## config.mk

```make
export PLATFORM = sky130hd
export DESIGN_NAME = zbatch_sequencer
export DESIGN_NICKNAME = d
export VERILOG_FILES = /design/src/rtl/zb_pkg.sv /design/src/rtl/zb_store.sv /design/src/rtl/zb_ctrl.sv /design/src/rtl/zbatch_sequencer.sv
export SDC_FILE = /design/constraint.sdc
export NUM_CORES = 1
export LEC_CHECK = 0
export BUFFER_PORTS_ARGS = -buffer_cell sky130_fd_sc_hd__buf_2
export CAP_MARGIN = 25
export CORE_UTILIZATION = 31
export DETAILED_ROUTE_END_ITERATION = 7
export PLACE_DENSITY = 0.54
export REMOVE_ABC_BUFFERS = 1
export SETUP_SLACK_MARGIN = 0.15
export SLEW_MARGIN = 20
export SYNTH_ARGS = -nofsm -noshare
export SYNTH_HDL_FRONTEND = slang
export SYNTH_SLANG_ARGS = --single-unit
```

## constraint.sdc

```tcl
create_clock -name clk -period 5.93 [get_ports clk]
set_input_delay 0.8895 -clock clk [delete_from_list [all_inputs] [get_ports clk]]
set_output_delay 0.8895 -clock clk [all_outputs]
set_load 0.005 [all_outputs]
```

## src/rtl/zb_pkg.sv

```systemverilog
package zb_pkg;

  typedef enum logic {
    ST_COLLECT = 1'b0,
    ST_DRAIN   = 1'b1
  } zb_state_e;

endpackage

```

## src/rtl/zb_store.sv

```systemverilog
module zb_store #(
  parameter int AW    = 20,
  parameter int DW    = 32,
  parameter int DEPTH = 8,
  localparam int IW   = (DEPTH > 1) ? $clog2(DEPTH) : 1
) (
  input  logic          clk,
  input  logic          rst_n,
  input  logic          push,
  input  logic [IW-1:0] push_idx,
  input  logic [AW-1:0] push_addr,
  input  logic [DW-1:0] push_data,
  input  logic          clr,
  input  logic [AW-1:0] probe_addr,
  output logic          hit,
  input  logic [IW-1:0] out_idx,
  output logic [AW-1:0] out_addr,
  output logic [DW-1:0] out_data
);

  logic [DEPTH-1:0] occ_q;
  logic [DEPTH-1:0] occ_d;
  logic [AW-1:0]    addr_q [DEPTH];
  logic [DW-1:0]    data_q [DEPTH];
  logic [DEPTH-1:0] match;

  // one comparator per entry
  for (genvar g = 0; g < DEPTH; g++) begin : g_cmp
    assign match[g] = occ_q[g] && (addr_q[g] == probe_addr);
  end

  assign hit = |match;

  always_comb begin
    occ_d = occ_q;
    if (clr) begin
      occ_d = '0;
    end else if (push) begin
      occ_d[push_idx] = 1'b1;
    end
  end

  always_ff @(posedge clk or negedge rst_n) begin
    if (!rst_n) begin
      occ_q <= '0;
    end else begin
      occ_q <= occ_d;
    end
  end

  // payload storage: enabled, no reset
  always_ff @(posedge clk) begin
    for (int i = 0; i < DEPTH; i++) begin
      if (push && (push_idx == IW'(i))) begin
        addr_q[i] <= push_addr;
        data_q[i] <= push_data;
      end
    end
  end

  assign out_addr = addr_q[out_idx];
  assign out_data = data_q[out_idx];

  // a batch never holds the same pixel twice
  a_r2_single_match : assert property (@(posedge clk) disable iff (!rst_n)
    $onehot0(match));

  // clearing empties every entry in one cycle
  a_r9_clear_empties : assert property (@(posedge clk) disable iff (!rst_n)
    clr |=> (occ_q == '0));

endmodule

```

## src/rtl/zb_ctrl.sv

```systemverilog
module zb_ctrl
  import zb_pkg::*;
#(
  parameter int DEPTH = 8,
  localparam int IW   = (DEPTH > 1) ? $clog2(DEPTH) : 1,
  localparam int CW   = $clog2(DEPTH + 1)
) (
  input  logic          clk,
  input  logic          rst_n,
  input  logic          in_valid,
  input  logic          hit,
  input  logic          flush,
  input  logic          rd_ready,
  input  logic          wr_ready,
  output logic          in_ready,
  output logic          rd_valid,
  output logic          push,
  output logic [IW-1:0] push_idx,
  output logic          wr_valid,
  output logic [IW-1:0] drain_idx,
  output logic          clr
);

  zb_state_e     st_q, st_d;
  logic [CW-1:0] cnt_q, cnt_d;
  logic [IW-1:0] dptr_q, dptr_d;
  logic          collecting;
  logic          blocked;
  logic          last_wr;
  logic          wr_fire;

  assign collecting = (st_q == ST_COLLECT);
  assign blocked    = flush || hit;
  assign rd_valid   = collecting && in_valid && !blocked;
  assign in_ready   = collecting && !blocked && rd_ready;
  assign push       = in_valid && in_ready;
  assign push_idx   = cnt_q[IW-1:0];
  assign wr_valid   = !collecting;
  assign wr_fire    = wr_valid && wr_ready;
  assign drain_idx  = dptr_q;
  assign last_wr    = (CW'(dptr_q) == (cnt_q - CW'(1)));
  assign clr        = wr_fire && last_wr;

  always_comb begin
    st_d   = st_q;
    cnt_d  = cnt_q;
    dptr_d = dptr_q;
    unique case (st_q)
      ST_COLLECT: begin
        if (flush && (cnt_q != '0)) begin
          st_d = ST_DRAIN;
        end else if (in_valid && hit && !flush) begin
          st_d = ST_DRAIN;
        end else if (push) begin
          cnt_d = cnt_q + CW'(1);
          if (cnt_q == CW'(DEPTH - 1)) begin
            st_d = ST_DRAIN;
          end
        end
      end
      ST_DRAIN: begin
        if (wr_fire) begin
          if (last_wr) begin
            st_d   = ST_COLLECT;
            cnt_d  = '0;
            dptr_d = '0;
          end else begin
            dptr_d = dptr_q + IW'(1);
          end
        end
      end
      default: st_d = ST_COLLECT;
    endcase
  end

  always_ff @(posedge clk or negedge rst_n) begin
    if (!rst_n) begin
      st_q   <= ST_COLLECT;
      cnt_q  <= '0;
      dptr_q <= '0;
    end else begin
      st_q   <= st_d;
      cnt_q  <= cnt_d;
      dptr_q <= dptr_d;
    end
  end

  // draining shuts the input and the read stream
  a_r8_drain_quiet : assert property (@(posedge clk) disable iff (!rst_n)
    (st_q == ST_DRAIN) |-> (!rd_valid && !in_ready));

  // occupancy never exceeds the store
  a_r5_count_bound : assert property (@(posedge clk) disable iff (!rst_n)
    cnt_q <= CW'(DEPTH));

  // filling the store closes the batch
  a_r5_full_closes : assert property (@(posedge clk) disable iff (!rst_n)
    (push && (cnt_q == CW'(DEPTH - 1))) |=> (st_q == ST_DRAIN));

  // a collision closes the batch
  a_r3_hit_closes : assert property (@(posedge clk) disable iff (!rst_n)
    (collecting && in_valid && hit && !flush) |=> (st_q == ST_DRAIN));

  // flush on an empty store keeps collecting
  a_r6_empty_flush : assert property (@(posedge clk) disable iff (!rst_n)
    (collecting && flush && (cnt_q == '0)) |=> (st_q == ST_COLLECT));

  // a stalled write holds its slot
  a_r7_write_hold : assert property (@(posedge clk) disable iff (!rst_n)
    (wr_valid && !wr_ready) |=> (wr_valid && $stable(dptr_q)));

  // last write returns to an empty, collecting state
  a_r9_reopen : assert property (@(posedge clk) disable iff (!rst_n)
    clr |=> ((st_q == ST_COLLECT) && (cnt_q == '0)));

endmodule

```

## src/rtl/zbatch_sequencer.sv

```systemverilog
module zbatch_sequencer #(
  parameter int AW    = 20,
  parameter int DW    = 32,
  parameter int DEPTH = 8,
  localparam int IW   = (DEPTH > 1) ? $clog2(DEPTH) : 1
) (
  input  logic          clk,
  input  logic          rst_n,
  input  logic          frag_valid,
  output logic          frag_ready,
  input  logic [AW-1:0] frag_addr,
  input  logic [DW-1:0] frag_data,
  input  logic          flush,
  output logic          rd_valid,
  input  logic          rd_ready,
  output logic [AW-1:0] rd_addr,
  output logic          wr_valid,
  input  logic          wr_ready,
  output logic [AW-1:0] wr_addr,
  output logic [DW-1:0] wr_data
);

  logic          hit;
  logic          push;
  logic          clr;
  logic [IW-1:0] push_idx;
  logic [IW-1:0] drain_idx;

  zb_ctrl #(
    .DEPTH (DEPTH)
  ) u_ctrl (
    .clk       (clk),
    .rst_n     (rst_n),
    .in_valid  (frag_valid),
    .hit       (hit),
    .flush     (flush),
    .rd_ready  (rd_ready),
    .wr_ready  (wr_ready),
    .in_ready  (frag_ready),
    .rd_valid  (rd_valid),
    .push      (push),
    .push_idx  (push_idx),
    .wr_valid  (wr_valid),
    .drain_idx (drain_idx),
    .clr       (clr)
  );

  zb_store #(
    .AW    (AW),
    .DW    (DW),
    .DEPTH (DEPTH)
  ) u_store (
    .clk        (clk),
    .rst_n      (rst_n),
    .push       (push),
    .push_idx   (push_idx),
    .push_addr  (frag_addr),
    .push_data  (frag_data),
    .clr        (clr),
    .probe_addr (frag_addr),
    .hit        (hit),
    .out_idx    (drain_idx),
    .out_addr   (wr_addr),
    .out_data   (wr_data)
  );

  assign rd_addr = frag_addr;

  // no acceptance while the read stream stalls
  a_r10_rd_stall : assert property (@(posedge clk) disable iff (!rst_n)
    !rd_ready |-> !frag_ready);

  // the two request streams never overlap
  a_r8_streams_exclusive : assert property (@(posedge clk) disable iff (!rst_n)
    !(rd_valid && wr_valid));

  // flush blocks acceptance
  a_r6_flush_blocks : assert property (@(posedge clk) disable iff (!rst_n)
    flush |-> !frag_ready);

endmodule

```

==> results.tsv <==
metric	value	unit
status	finished with violations	
violations	DRC	
path_clk_slew	60	ps
nets	1154	
drt-initial-drc-count	747	
fin_area	0.0217	mm^2
power_density	391	mW/mm^2
yosys_warnings	0	
ys.flop_type	edfxtp_1	
cts_hold_buf	0	
skew	39.2	ps
cts-root-buf	clkbuf_16	
synth_cell_types	39	
crit_fanout	22	
met1Wirelength	21000	um
start_util	31.5	%
htreeDepth	2	
cp.required	6160	ps
synth.area.top_cells	edfxtp_1 (67%), mux4_2 (13%), xor2_1 (7.3%), mux2_2 (3.1%), dfrtp_1 (2.1%)	
synth_top_family_by_area	multiplexers	
maxSlewHeadroom	32.4	%
syn2layout_area_growth	15.9	%
syn_area	0.0187	mm^2
avgSynthCellArea	19.3	um^2
cts_buffers	47	
post-route-util	36.6	%
ys_ff_latch	432	
reg2reg_setup_slack	2140	ps
wl_met2	21200	um
die_h	248	um
post_cts_buffers	0	
async_flop_share	3.70	%
clock_sinks	432	
synthSimpleGateAreaFrac	3.14	%
rr_startpoint	u_store.addr_q[7][5]$_DFFE_PP_	
power	8.48	mW
cp-start-kind	primary input	
postRouteAntennaNets	0	
cap_violations	0	
grt_pass1_wl	67200	um
drt_pass1_iterations	8	
io_buffer_count	132	
synth_compound_area_share	0.917	%
setup.worst_path.class	in2reg	
worstMarginPinSlew	1010	ps
via_per_inst	4.87	
hold_viol	0	
synth_edf_count	416	
fp.dieW	248	um
hold_path.class	in2async	
slew_violations	0	
max_freq	0.248	GHz
grt_max_degree	61	
insertion_delay	600	ps
drc	4	
synth_top_area_share	66.8	%
gp_congestion	0.952	
dpl_cell_area	0.0201	mm^2
grt_use_total	15.1	%
dp_hpwl	28700	um
min_period_over_period	68.0	%
dieArea	0.0613	mm^2
grt_pass1_vias	9653	
post-route-min-period	4030	ps
yosysMostFrequentCell	edfxtp_1	
ys_seq_area_share	69.0	%
ir_drop	0.000226	V
route.final.wire_length	45600	um
top_layer_used	met5	
synthAdderAreaFrac	0.602	%
clock_path_buffers	3	
endpoint_kind	register	
vias	9245	
drive_gt1_share	34.7	%
rsz0062_at_grt	no	
yosysTopAreaCell	edfxtp_1	
cts_tree	built	
ff2ff_path_depth	8	
gr-total-overflow	0	
syn_inst	966	
p_leak	7.19	nW
synth-xor-area-share	7.69	%
core	0.0592	mm^2
post_cts_resized	0	
wl_per_cell	24.0	um
wl_met3	2250	um
rows	89	
nFillCells	5525	
yosys-top-cells-count	edfxtp_1 (416), xor2_1 (155), mux4_2 (104)	
r2r-end	u_store.data_q[3][14]$_DFFE_PP_	
finalSetupViolCount	0	
pin_count	133	
antenna_found_initial	3	
crit_arrival	4260	ps
synth_mux_area_share	15.9	%
## metal layers
| metal | track usage [%] | up-vias |
|---|---|---|
| li1 | - | 4079 |
| met1 | 21.5 | 4837 |
| met2 | 23.5 | 253 |
| met3 | 2.78 | 72 |
| met4 | 4.73 | 4 |
| met5 | 0 | - |
## flip-flops by register name, indices dropped and copies added (netlist names)
signal / count
u_store.data_q: 256
u_store.addr_q: 160
u_store.occ_q: 8
u_ctrl.cnt_q: 4
u_ctrl.drain_idx: 3
u_ctrl.wr_valid: 1
## power by group
| part | switching, mW | leakage, nW | internal, mW |
|---|---|---|---|
| sequential | 0.240 | 3.94 | 3.39 |
| combinational | 0.826 | 2.48 | 1.04 |
| clock | 1.23 | 0.764 | 1.75 |
| total | 2.30 | 7.19 | 6.18 |
## critical path: stages
cell	delay (ps)
buf_2	320
xor2_1	360
nor4_1	150
nand3_1	110
o22ai_1	90
or4_4	610
nor4_4	640
and2_2	590
buf_4	470
## worst max path at each step
stage	startpoint	to	cells past startpoint
after floorplan	u_ctrl.drain_idx[0]$_DFFE_PN0P_	wr_addr[0]	2
after global placement	frag_addr[6]	u_store.data_q[6][31]$_DFFE_PP_	9
after detailed placement	frag_addr[5]	u_store.data_q[3][14]$_DFFE_PP_	9
after CTS	frag_addr[17]	u_store.addr_q[6][16]$_DFFE_PP_	9
after global routing	frag_addr[6]	u_store.data_q[3][14]$_DFFE_PP_	9
final	frag_addr[5]	u_store.data_q[3][14]$_DFFE_PP_	9
## cell families (layout without fill, tap and decap cells)
group           Yosys count  count (layout)
simple gates             99              99
mux                     159             159
xor+xnor                164             164
buf+inv                  81             240
flops                   432             432
compound gates           22              22
other cells               0               1
fa+ha+maj                 9               9
## cell type report
class	count	area, um^2	area share, %
Sequential cell	432	12900	59.6
Multi-Input combinational cell	453	5290	24.4
Clock buffer	59	1230	5.69
Tap cell	773	967	4.47
Timing Repair Buffer	148	893	4.13
Clock inverter	28	352	1.62
Inverter	5	18.8	0.0867
Antenna cell	1	2.50	0.0116
## cells in the final DEF, fill, tap and decap left out, types with 4 or more instances in the layout
master,instances
nand4_1,8
clkinv_1,7
and3_1,4
nand2_1,4
clkbuf_16,47
dfrtp_1,13
clkinv_2,9
nand3_1,10
xor2_1,155
and2_2,4
edfxtp_1,416
clkbuf_1,11
nor2_1,10
xnor2_1,9
and3_2,4
buf_12,9
o22ai_1,4
bufinv_16,6
nor3_1,12
o21a_1,5
mux4_2,104
ha_1,9
mux2_2,52
inv_1,5
nor4_1,33
buf_2,132
buf_4,7
## per-stage QoR
step / worst slack, ps / hold slack [ps] / cells / TNS [ps]
final: 1900 / 215 / 1899 / 0
after global routing: 1600 / 240 / 1898 / 0
after CTS: 1890 / 209 / 1898 / 0
after detailed placement: 1280 / 529 / 1811 / 0
after global placement: 1280 / 513 / 1811 / 0
after floorplan: -8.34 / 462 / 890 / -434
(Power assumes the default switching activity.)
